===== config.mk =====
export PLATFORM = sky130hd
export DESIGN_NAME = rtc_bcd_core
export DESIGN_NICKNAME = d
export VERILOG_FILES = /design/src/rtl/rtc_pkg.sv /design/src/rtl/rtc_prescaler.sv /design/src/rtl/rtc_calendar.sv /design/src/rtl/rtc_bcd_core.sv
export SDC_FILE = /design/constraint.sdc
export NUM_CORES = 1
export LEC_CHECK = 0
export CORE_MARGIN = 2
export CORE_UTILIZATION = 45
export CTS_BUF_LIST = sky130_fd_sc_hd__clkbuf_4
export CTS_CLUSTER_SIZE = 16
export DETAILED_ROUTE_END_ITERATION = 6
export MAX_ROUTING_LAYER = met4
export SLEW_MARGIN = 20
export SYNTH_ARGS = -nofsm -noshare
export SYNTH_HDL_FRONTEND = slang
export SYNTH_HIERARCHICAL = 1
export SYNTH_SLANG_ARGS = --single-unit

===== constraint.sdc =====
create_clock -name clk_i -period 10.1 [get_ports clk_i]
set_input_delay 2.525 -clock clk_i [delete_from_list [all_inputs] [get_ports clk_i]]
set_output_delay 2.525 -clock clk_i [all_outputs]
set_load 0.02 [all_outputs]

===== src/rtl/rtc_pkg.sv =====
package rtc_pkg;

  typedef struct packed {
    logic [7:0] sec;
    logic [7:0] min;
    logic [7:0] hour;
    logic [7:0] date;
    logic [7:0] mon;
    logic [7:0] year;
    logic [7:0] dow;
  } rtc_time_t;

  localparam logic [2:0] A_CTRL = 3'd0;
  localparam logic [2:0] A_SEC  = 3'd1;
  localparam logic [2:0] A_MIN  = 3'd2;
  localparam logic [2:0] A_HOUR = 3'd3;
  localparam logic [2:0] A_DATE = 3'd4;
  localparam logic [2:0] A_MON  = 3'd5;
  localparam logic [2:0] A_YEAR = 3'd6;
  localparam logic [2:0] A_DOW  = 3'd7;

  function automatic logic [7:0] bcd_inc(input logic [7:0] v);
    if (v[3:0] == 4'd9) return {v[7:4] + 4'd1, 4'd0};
    return {v[7:4], v[3:0] + 4'd1};
  endfunction

  // 10*t + u mod 4 equals 2*t + u mod 4
  function automatic logic leap_bcd(input logic [7:0] yr);
    logic [3:0] s;
    s = {yr[6:4], 1'b0} + yr[3:0];
    return s[1:0] == 2'd0;
  endfunction

  function automatic logic [7:0] last_day_bcd(input logic [7:0] mon, input logic [7:0] yr);
    case (mon)
      8'h02: return leap_bcd(yr) ? 8'h29 : 8'h28;
      8'h04, 8'h06, 8'h09, 8'h11: return 8'h30;
      default: return 8'h31;
    endcase
  endfunction

endpackage


===== src/rtl/rtc_prescaler.sv =====
module rtc_prescaler #(
  parameter int PRESCALE  = 100,
  parameter int POS_STEP  = 2,
  parameter int NEG_STEP  = 1,
  parameter int CORR_SECS = 4
) (
  input  logic       clk_i,
  input  logic       rst_ni,
  input  logic       en_i,
  input  logic       clr_i,
  input  logic [4:0] trim_mag_i,
  input  logic       trim_neg_i,
  output logic       tick_o
);
  localparam int MAX_TERM = PRESCALE - 1 + 31 * POS_STEP;
  localparam int CNT_W    = $clog2(MAX_TERM + 1);
  localparam int PER_W    = (CORR_SECS > 1) ? $clog2(CORR_SECS) : 1;

  logic [CNT_W-1:0] cnt_q, term;
  logic [PER_W-1:0] per_q;

  always_comb begin
    term = CNT_W'(PRESCALE - 1);
    if (per_q == '0 && trim_mag_i != 5'd0) begin
      if (trim_neg_i) term = CNT_W'(PRESCALE - 1) - CNT_W'(int'(trim_mag_i) * NEG_STEP);
      else            term = CNT_W'(PRESCALE - 1) + CNT_W'(int'(trim_mag_i) * POS_STEP);
    end
  end

  // >= so a count left past a shortened terminal still ends the second
  assign tick_o = en_i && (cnt_q >= term);

  always_ff @(posedge clk_i or negedge rst_ni) begin
    if (!rst_ni) begin
      cnt_q <= '0;
      per_q <= '0;
    end else if (clr_i) begin
      cnt_q <= '0;
    end else if (tick_o) begin
      cnt_q <= '0;
      per_q <= (per_q == PER_W'(CORR_SECS - 1)) ? '0 : per_q + PER_W'(1);
    end else if (en_i) begin
      cnt_q <= cnt_q + CNT_W'(1);
    end
  end
endmodule


===== src/rtl/rtc_calendar.sv =====
module rtc_calendar
  import rtc_pkg::*;
(
  input  logic       clk_i,
  input  logic       rst_ni,
  input  logic       tick_i,
  input  logic       we_i,
  input  logic [2:0] sel_i,
  input  logic [7:0] data_i,
  output rtc_time_t  time_o
);
  rtc_time_t t_q;
  logic c_min, c_hour, c_day, c_mon, c_year;

  always_comb begin
    c_min  = t_q.sec == 8'h59;
    c_hour = c_min && t_q.min == 8'h59;
    c_day  = c_hour && t_q.hour == 8'h23;
    c_mon  = c_day && t_q.date == last_day_bcd(t_q.mon, t_q.year);
    c_year = c_mon && t_q.mon == 8'h12;
  end

  always_ff @(posedge clk_i or negedge rst_ni) begin
    if (!rst_ni) begin
      t_q <= '{sec: 8'h00, min: 8'h00, hour: 8'h00, date: 8'h01,
               mon: 8'h01, year: 8'h00, dow: 8'h01};
    end else if (we_i) begin
      case (sel_i)
        A_SEC:   t_q.sec  <= data_i;
        A_MIN:   t_q.min  <= data_i;
        A_HOUR:  t_q.hour <= data_i;
        A_DATE:  t_q.date <= data_i;
        A_MON:   t_q.mon  <= data_i;
        A_YEAR:  t_q.year <= data_i;
        A_DOW:   t_q.dow  <= data_i;
        default: ;
      endcase
    end else if (tick_i) begin
      t_q.sec <= c_min ? 8'h00 : bcd_inc(t_q.sec);
      if (c_min)  t_q.min  <= c_hour ? 8'h00 : bcd_inc(t_q.min);
      if (c_hour) t_q.hour <= c_day ? 8'h00 : bcd_inc(t_q.hour);
      if (c_day) begin
        t_q.date <= c_mon ? 8'h01 : bcd_inc(t_q.date);
        t_q.dow  <= (t_q.dow == 8'h07) ? 8'h01 : bcd_inc(t_q.dow);
      end
      if (c_mon)  t_q.mon  <= c_year ? 8'h01 : bcd_inc(t_q.mon);
      if (c_year) t_q.year <= (t_q.year == 8'h99) ? 8'h00 : bcd_inc(t_q.year);
    end
  end

  assign time_o = t_q;
endmodule


===== src/rtl/rtc_bcd_core.sv =====
module rtc_bcd_core
  import rtc_pkg::*;
#(
  parameter int PRESCALE  = 100,
  parameter int POS_STEP  = 2,
  parameter int NEG_STEP  = 1,
  parameter int CORR_SECS = 4
) (
  input  logic       clk_i,
  input  logic       rst_ni,
  input  logic       wr_en_i,
  input  logic [2:0] addr_i,
  input  logic [7:0] wr_data_i,
  output logic [7:0] rd_data_o
);
  logic       hold_q, freeze_q, trim_neg_q;
  logic [4:0] trim_mag_q;
  logic       ctrl_we, field_we, tick;
  rtc_time_t  live, snap_q, view;

  assign ctrl_we  = wr_en_i && addr_i == A_CTRL;
  assign field_we = wr_en_i && addr_i != A_CTRL && hold_q;

  always_ff @(posedge clk_i or negedge rst_ni) begin
    if (!rst_ni) begin
      hold_q     <= 1'b0;
      freeze_q   <= 1'b0;
      trim_neg_q <= 1'b0;
      trim_mag_q <= '0;
    end else if (ctrl_we) begin
      hold_q   <= wr_data_i[7];
      freeze_q <= wr_data_i[6];
      if (hold_q) begin
        trim_neg_q <= wr_data_i[5];
        trim_mag_q <= wr_data_i[4:0];
      end
    end
  end

  rtc_prescaler #(
    .PRESCALE(PRESCALE), .POS_STEP(POS_STEP),
    .NEG_STEP(NEG_STEP), .CORR_SECS(CORR_SECS)
  ) u_pre (
    .clk_i, .rst_ni,
    .en_i(!hold_q), .clr_i(field_we),
    .trim_mag_i(trim_mag_q), .trim_neg_i(trim_neg_q),
    .tick_o(tick)
  );

  rtc_calendar u_cal (
    .clk_i, .rst_ni,
    .tick_i(tick), .we_i(field_we), .sel_i(addr_i), .data_i(wr_data_i),
    .time_o(live)
  );

  always_ff @(posedge clk_i or negedge rst_ni) begin
    if (!rst_ni)        snap_q <= '0;
    else if (!freeze_q) snap_q <= live;
  end

  assign view = freeze_q ? snap_q : live;

  always_comb begin
    case (addr_i)
      A_SEC:   rd_data_o = view.sec;
      A_MIN:   rd_data_o = view.min;
      A_HOUR:  rd_data_o = view.hour;
      A_DATE:  rd_data_o = view.date;
      A_MON:   rd_data_o = view.mon;
      A_YEAR:  rd_data_o = view.year;
      A_DOW:   rd_data_o = view.dow;
      default: rd_data_o = {hold_q, freeze_q, trim_neg_q, trim_mag_q};
    endcase
  end
endmodule


Yosys cells after proc, flatten, opt, wreduce, memory -nomap -nowiden
Index checks and enable logic that the tools add are counted.
{"block": "word_totals", "register_bits": 130, "output_inout_bits": 8, "elab_cells": 201}
{"block": "classes", "n_addsub": 19, "order_cmp": 1, "eq_ne": 35, "muxes": 73, "bitwise": 1, "n_reduce_logical": 45}
{"op": "8-bit two-way mux", "count": 39}
{"op": "56-bit two-way mux", "count": 3}
{"op": "4-bit by 1-bit adder with 4-bit output, second input constant", "count": 14}
{"op": "8-bit one-hot mux with 7 select lines", "count": 1}
{"op": "4-bit == test, second input constant", "count": 7}
{"op": "1-bit two-way mux", "count": 28}
{"op": "8-bit by 3-bit == test with 1-bit output, second input constant", "count": 3}
{"op": "4-bit AND reduction", "count": 6}
{"op": "3-bit nonzero test", "count": 8}
{"op": "3-bit AND reduction", "count": 7}
{"op": "8-bit by 5-bit == test with 1-bit output, second input constant", "count": 2}
{"op": "8-bit by 7-bit == test with 1-bit output, second input constant", "count": 2}
{"op": "8-bit one-hot mux with 2 select lines", "count": 1}
{"op": "2-bit by 1-bit inequality test with 1-bit output, second input constant", "count": 7}
{"op": "3-bit == test, second input constant", "count": 4}
{"op": "2-bit nonzero test", "count": 6}
{"op": "1-bit logical AND", "count": 9}
{"op": "7-bit by 6-bit adder with 8-bit output, first input constant", "count": 1}
{"op": "8-bit by 1-bit adder with 8-bit output, second input constant", "count": 1}
{"op": "8-bit by 2-bit == test with 1-bit output, second input constant", "count": 1}
{"op": "8-bit by 4-bit == test with 1-bit output, second input constant", "count": 1}
{"op": "8-bit by 6-bit == test with 1-bit output, second input constant", "count": 1}
{"op": "8-bit == test", "count": 1}
{"op": "8-bit == test, second input constant", "count": 1}
{"op": "16 further kinds", "count": 20}

Logic depth before layout (Yosys ltp)
Gate-level depths: netlist (run 1).
{"block": "logic_depth", "depth_word": 15, "mapped_depth": 17, "depth_no_buf": 16}

Cells and area by module
The synthesis (run 1) kept the hierarchy.
{"mod": "rtc_calendar", "instances": 1, "cells_each": 422, "area_per_inst_um2": 3807.4}
{"mod": "rtc_bcd_core", "instances": 1, "cells_each": 223, "area_per_inst_um2": 3035.4}
{"mod": "rtc_prescaler", "instances": 1, "cells_each": 110, "area_per_inst_um2": 978.4}

Worst setup path after synthesis (run 1)
No wires, ideal clock.
{"block": "synth_path", "kind": "input -> output", "start": "input port addr_i[1]", "end": "output port rd_data_o[0]", "arrival_time_ns": 3.652, "required_ns": 7.575, "slack_ns": 3.923, "stages": 4, "path_buffers": 2, "cell_sequence": "buf_2 > clkbuf_1 > or3_1 > a31oi_1"}
{"block": "synth_via", "elab_chain_len": 2, "elab_cells_between_ends": 8}
{"item": "start: declaration", "line": "rtc_bcd_core.sv:12", "rtl": "input logic [2:0] addr_i,"}
{"item": "3-bit == test (tied with other cells)", "line": "rtc_bcd_core.sv:64", "rtl": "case (addr_i)"}
{"item": "8-bit one-hot mux with 7 select lines (*)", "line": "rtc_bcd_core.sv:64"}
{"item": "end: declaration", "line": "rtc_bcd_core.sv:14", "rtl": "output logic [7:0] rd_data_o"}
Every way passes the cells marked *; elsewhere a longest branch is shown, timed or not.

Final worst setup path (run 1)
{"block": "layout_path", "start": "input port addr_i[1]", "end": "output port rd_data_o[7]"}
The elaborated chain is that of the path after synthesis.

==> results of run 1 <==
-- worst max-delay path, cell delays in order --
cell	delay, ns
clkdlybuf4s50_1	1.05
inv_1	0.33
nand2_1	0.29
nor2_1	0.09
a41oi_1	0.29
clkdlybuf4s50_1	0.68
-- cell families (layout without fill, tap and decap cells) --
| kind of cell | count (synthesis) | after routing | synth area share |
|---|---|---|---|
| other | 0 | 2 | 0 |
| DFF | 130 | 130 | 0.416 |
| muxes | 86 | 86 | 0.139 |
| adders and majority gates | 41 | 41 | 0.0656 |
| buffers and inverters | 61 | 91 | 0.0394 |
| xor gates and xnor gates | 5 | 5 | 0.00560 |
| AOI/OAI and AO/OA | 199 | 199 | 0.168 |
| and+or+nand+nor | 233 | 233 | 0.166 |
-- report_power, final --
part           leakage [nW]  internal [W]  switching (W)
Sequential             1.62      0.000667       0.000183
Clock                 0.153      0.000159       0.000182
Combinational          1.92      0.000328       0.000333
-- path summary, 6_finish.rpt --
kind                                               end  cells past startpoint
max in group asynchronous         freeze_q$_DFFE_PN0P_                      2
setup reg to reg           u_cal/time_o[7]$_DFFE_PN0P_                     16
hold / removal                     snap_q[9]$_DFF_PN0_                      1
min in group asynchronous   u_pre/cnt_q[6]$_DFFE_PN0P_                      1
hold reg to reg                    snap_q[9]$_DFF_PN0_                      1
setup / recovery                          rd_data_o[7]                      6
-- state kept, by name (all words and copies together), names as in the netlist --
register	count
hold_q	1
u_pre/cnt_q	8
snap_q	56
freeze_q	1
trim_mag_q	5
trim_neg_q	1
u_cal/time_o	56
u_pre/per_q	2
-- cells in the mapped netlist (all sizes together) (9+ instances only) --
cell type / number
inv: 36
nor3b: 9
o211ai: 9
ha: 41
nor2: 55
a21oi: 26
a22oi: 9
dfrtp: 127
buf: 15
a22o: 13
nand2: 54
a31oi: 12
nor2b: 9
clkbuf: 10
mux2: 76
o21ai: 76
nand3: 32
nand2b: 20
-- layer usage --
metal | up-vias | GRT usage | share of wire
met5 | - | - | 0
met4 | 0 | 0.0712 | 0.014
met3 | 17 | 0.0541 | 0.056
met2 | 133 | 0.354 | 0.46
met1 | 3093 | 0.323 | 0.47
li1 | 2817 | - | -
-- metrics by stage --
stage | cells | hold WS (ns) | instance area, um^2 | util
3_5_place_dp | 979 | 0.486 | 8170 | 0.477
6_report | 1012 | 0.509 | 8440 | 0.493
5_1_grt | 1012 | 0.523 | 8440 | 0.493
2_1_floorplan | 755 | 0.465 | 7820 | -
4_1_cts | 1010 | 0.509 | 8430 | 0.493
3_3_place_gp | 979 | 0.481 | 8170 | 0.477
-- layout by cell type (no fill, tap or decap), types with 5 or more instances in the layout --
master / n
clkbuf_4: 23
nor2_1: 53
mux2_2: 64
mux2_4: 12
nor2b_1: 9
inv_1: 36
a21oi_1: 24
nor3_1: 6
nand2_1: 54
a22o_1: 12
dfrtp_1: 126
clkdlybuf4s50_1: 20
o21ai_0: 72
nor3b_1: 8
nand2b_1: 19
a22oi_1: 8
nand4_1: 5
ha_1: 41
a31oi_1: 12
o211ai_1: 9
o21a_1: 8
nand3_1: 31
o31ai_1: 8
mux4_2: 7
or3_1: 6
and3_1: 6
-- layout make-up --
cell class,instances,share of cell area
Multi-Input combinational cell,564,0.506
Sequential cell,130,0.386
Tap cell,225,0.0334
Timing Repair Buffer,24,0.0273
Clock buffer,23,0.0205
Inverter,36,0.0160
Clock inverter,8,0.0104
Antenna cell,2,0.000593
==> results.sh, run 1 <==
export IMPL_drt_pass1_iterations=5
export IMPL_area_growth_pct=7.89
export IMPL_multiInputGateArea_mm2=0.00427
export IMPL_routed_wl_um=20300
export IMPL_synth_edf_count=0
export IMPL_grt_pass1_vias=5861
export IMPL_wl_per_cell_um=20.1
export IMPL_crit_arrival_ns=5.25
export IMPL_hold_buffers=0
export IMPL_grt_pass1_wl_um=31900
export IMPL_dp_hpwl_um=14300
export IMPL_cts_resized=0
export IMPL_post_route_drc_count=0
export IMPL_synthCells=755
export IMPL_io_buffers=21
export IMPL_power_w=0.00185
export IMPL_worstSetupPathType="in2out"
export IMPL_die_w_um=136
export IMPL_crit_start="addr_i[1]"
export IMPL_core_mm2=0.0171
export IMPL_yosysSeqAreaShare=0.416
export IMPL_grt_antenna_before_repair=1
export IMPL_drtAntennaViolNets=0
export IMPL_rr_startpoint="trim_mag_q[2]$_DFFE_PN0P_"
export IMPL_final_hold_viol_count=0
export IMPL_path_max_fanout=24
export IMPL_slew_headroom=0.279
export IMPL_finalWeightedCongestion=0.901
export IMPL_vias_per_cell=5.99
export IMPL_p_leak_nw=3.70
export IMPL_setup_viol=0
export IMPL_p_per_area_mw_per_mm2=220
export IMPL_synth_area_mm2=0.00782
export IMPL_drt_initial_drc_count=427
export IMPL_clk_pin_slew_ns=0.10
export IMPL_cts_root_buf="clkbuf_4"
export IMPL_dieHeight_um=136
export IMPL_rrSetupSlack_ns=5.65
export IMPL_worst_pin_slew_ns=1.07
export IMPL_crit_path_end_kind="output port"
export IMPL_skew_ns=0.0215
export IMPL_max_freq_ghz=0.129
export IMPL_hold_start="snap_q[9]$_DFF_PN0_"
export IMPL_min_period_ns=7.78
export IMPL_vdd_drop_max_v=0.0000999
export IMPL_cts_tree="built"
export IMPL_syn_avg_cell_area_um2=10.4
export IMPL_final_period_utilization=0.770
export IMPL_rows=48
export IMPL_cts_num_sinks=130
export IMPL_initial_utilization=0.457
export IMPL_die_area_mm2=0.0185
export IMPL_grt_max_degree=68
export IMPL_post_cts_buffers=0
export IMPL_clock_latency_ns=0.55
export IMPL_grt_use_total=0.237
export IMPL_pre_cts_slack_ns=2.33
export IMPL_status="finished clean"
export IMPL_n_fill_cell=1600
export IMPL_h_tree_depth=4
export IMPL_slew_viol_final=0
export IMPL_synth_top_area_frac=0.406
export IMPL_io_pins=22
export IMPL_drive_gt1_frac=0.195
export IMPL_yosysTopAreaCell="dfrtp_1"
export IMPL_synth_cell_types=83
export IMPL_clockBufferDepth=2
export IMPL_yosys_most_used_dff="dfrtp_1"
export IMPL_synthArstFlopShare=1.00
export IMPL_fin_nets=828
export IMPL_crit_required_ns=7.58
export IMPL_ys_warn_count=6
export IMPL_rsz0062_at_grt="no"
export IMPL_cp_start_kind="input pin"
export IMPL_num_vias=6060
export IMPL_ys_seq_elements=130
export IMPL_hp_class="reg2reg"
export IMPL_cts_made_buffers=17
export IMPL_seq_area_mm2=0.00326
export IMPL_layout_setup_ws_ns=2.32
export IMPL_syn_nets=810
export IMPL_synth_area_leaders="dfrtp_1, mux2_2, ha_1, o21ai_0, nand2_1"
export IMPL_gr_total_overflow=0
export IMPL_drv_cap=0
export IMPL_setup_tns_ns=0
No activity file was read; power rests on OpenSTA's default activity.
==> inputs of run 2 (changes only) <==
==> constraint.sdc (replaced) <==
create_clock -name clk_i -period 6.8 [get_ports clk_i]
set_input_delay 1.7 -clock clk_i [delete_from_list [all_inputs] [get_ports clk_i]]
set_output_delay 1.7 -clock clk_i [all_outputs]
set_load 0.02 [all_outputs]
==> run 2 against run 1 <==
  * Routed wire length grew 0.95%
  * Global-route usage grew 0.31 points
  * Sequential power is 48% higher
  * Register-to-register slack worse by 3.4 ns
  * Final area shrank 0.10%
  * Critical endpoint is now rd_data_o[3]
  * Largest cell class unchanged
  * Highest routed layer unchanged
==> results.sh, run 2 (synthesis gave the netlist of run 1 again) <==
export IMPL_status="finished clean"
export IMPL_clk_pin_slew_ns=0.10
export IMPL_min_period_ns=6.13
export IMPL_crit_start="addr_i[1]"
export IMPL_gr_total_overflow=0
export IMPL_dieHeight_um=136
export IMPL_slew_headroom=0.284
export IMPL_rr_startpoint="trim_mag_q[2]$_DFFE_PN0P_"
export IMPL_path_max_fanout=24
export IMPL_hold_buffers=0
export IMPL_mostFrequentLayoutCells="dfrtp_1, o21ai_0, mux2_2"
export IMPL_cts_tree="built"
export IMPL_finalWeightedCongestion=0.939
export IMPL_combPwrFrac=0.362
export IMPL_clockPowerShare=0.176
export IMPL_layout_commonest_cell="dfrtp_1"
export IMPL_cts_root_buf="clkbuf_4"
export IMPL_cp_start_kind="input pin"
export IMPL_p_per_area_mw_per_mm2=323
export IMPL_n_fill_cell=1580
export IMPL_drive_gt1_frac=0.194
export IMPL_clock_latency_ns=0.56
export IMPL_die_w_um=136
export IMPL_holdPathEnd="snap_q[45]$_DFF_PN0_"
export IMPL_final_area_mm2=0.00843
export IMPL_pwr_share_seq=0.462
export IMPL_cts_num_sinks=130
export IMPL_rows=48
export IMPL_pre_cts_slack_ns=0.737
export IMPL_r2r_cells=16
export IMPL_power_w=0.00273
export IMPL_drt_pass1_iterations=5
export IMPL_post_cts_buffers=0
export IMPL_wl_per_cell_um=20.3
export IMPL_cts_resized=0
export IMPL_core_mm2=0.0171
export IMPL_dp_hpwl_um=14300
export IMPL_max_freq_ghz=0.163
export IMPL_crit_path_end_kind="output port"
export IMPL_p_sw_w=0.00104
export IMPL_setup_viol=0
export IMPL_final_period_utilization=0.902
export IMPL_worst_pin_slew_ns=1.07
export IMPL_layout_setup_ws_ns=0.666
export IMPL_clockBufferDepth=2
export IMPL_hold_start="snap_q[45]$_DFF_PN0_"
export IMPL_setup_tns_ns=0
export IMPL_io_buffers=21
export IMPL_worstSetupPathType="in2out"
export IMPL_hp_class="reg2reg"
export IMPL_num_vias=6082
export IMPL_cts_made_buffers=17
export IMPL_die_area_mm2=0.0185
export IMPL_vdd_drop_max_v=0.000143
export IMPL_grt_antenna_before_repair=1
export IMPL_p_int_w=0.00169
export IMPL_area_growth_pct=7.77
export IMPL_multiInputGateArea_mm2=0.00427
export IMPL_place_area_mm2=0.00819
export IMPL_h_tree_depth=4
export IMPL_rsz0062_at_grt="no"
export IMPL_vias_per_cell=6.02
export IMPL_grt_pass1_vias=5753
export IMPL_holdPathStages=1
export IMPL_postLayoutCoreUtil=0.492
export IMPL_drtAntennaViolNets=0
export IMPL_seq_area_mm2=0.00326
export IMPL_slew_viol_final=0
export IMPL_crit_arrival_ns=4.43
export IMPL_p_sw_frac=0.381
export IMPL_grt_max_degree=82
export IMPL_io_pins=22
export IMPL_grt_use_total=0.240
export IMPL_drv_cap=0
export IMPL_rrSetupSlack_ns=2.29
export IMPL_final_hold_viol_count=0
export IMPL_p_leak_nw=3.69
export IMPL_skew_ns=0.0154
export IMPL_grt_pass1_wl_um=32400
export IMPL_crit_required_ns=5.10
export IMPL_regToRegEndpoint="u_cal/time_o[7]$_DFFE_PN0P_"
export IMPL_fin_nets=830
export IMPL_routed_wl_um=20500
export IMPL_initial_utilization=0.457
export IMPL_post_route_drc_count=0
export IMPL_drt_initial_drc_count=488
-- run 2: routing by layer --
layer	GRT usage	wire, um	up-vias
met5	-	0	-
met4	0.0735	323	0
met3	0.0429	1150	23
met2	0.354	9250	170
met1	0.338	9760	3076
li1	-	-	2813
-- run 2: worst max-delay path by stage --
stage                         to
CTS                 rd_data_o[3]
finish              rd_data_o[3]
global placement    rd_data_o[3]
detailed placement  rd_data_o[3]
floorplan           rd_data_o[0]
global route        rd_data_o[3]
-- run 2: final cells by class --
type / instances / share of cell area
Antenna cell: 1 / 0.000297
Tap cell: 225 / 0.0334
Timing Repair Buffer: 26 / 0.0295
Multi-Input combinational cell: 564 / 0.507
Clock inverter: 10 / 0.0114
Sequential cell: 130 / 0.387
Inverter: 36 / 0.0160
Clock buffer: 18 / 0.0160
-- run 2: stage by stage --
stage / hold WS (ns) / cells
final: 0.505 / 1010
after global routing: 0.519 / 1010
after CTS: 0.506 / 1009
after detailed placement: 0.484 / 981
after global placement: 0.480 / 981
after floorplan: 0.465 / 755
-- run 2: power by group through the flow --
stage / Combinational, W / Clock, W / Sequential, W
after floorplan: 0.000801 / 0 / 0.00115
after global placement: 0.000944 / 0 / 0.00126
after detailed placement: 0.000979 / 0 / 0.00127
after CTS: 0.000987 / 0.000498 / 0.00126
after global routing: 0.00109 / 0.000528 / 0.00130
final: 0.000986 / 0.000480 / 0.00126
-- run 2: critical path, cell delays in order --
cell,delay [ns]
clkdlybuf4s50_1,1.03
inv_1,0.33
nand2_1,0.29
nor2_1,0.07
a41oi_1,0.32
clkdlybuf4s50_1,0.68
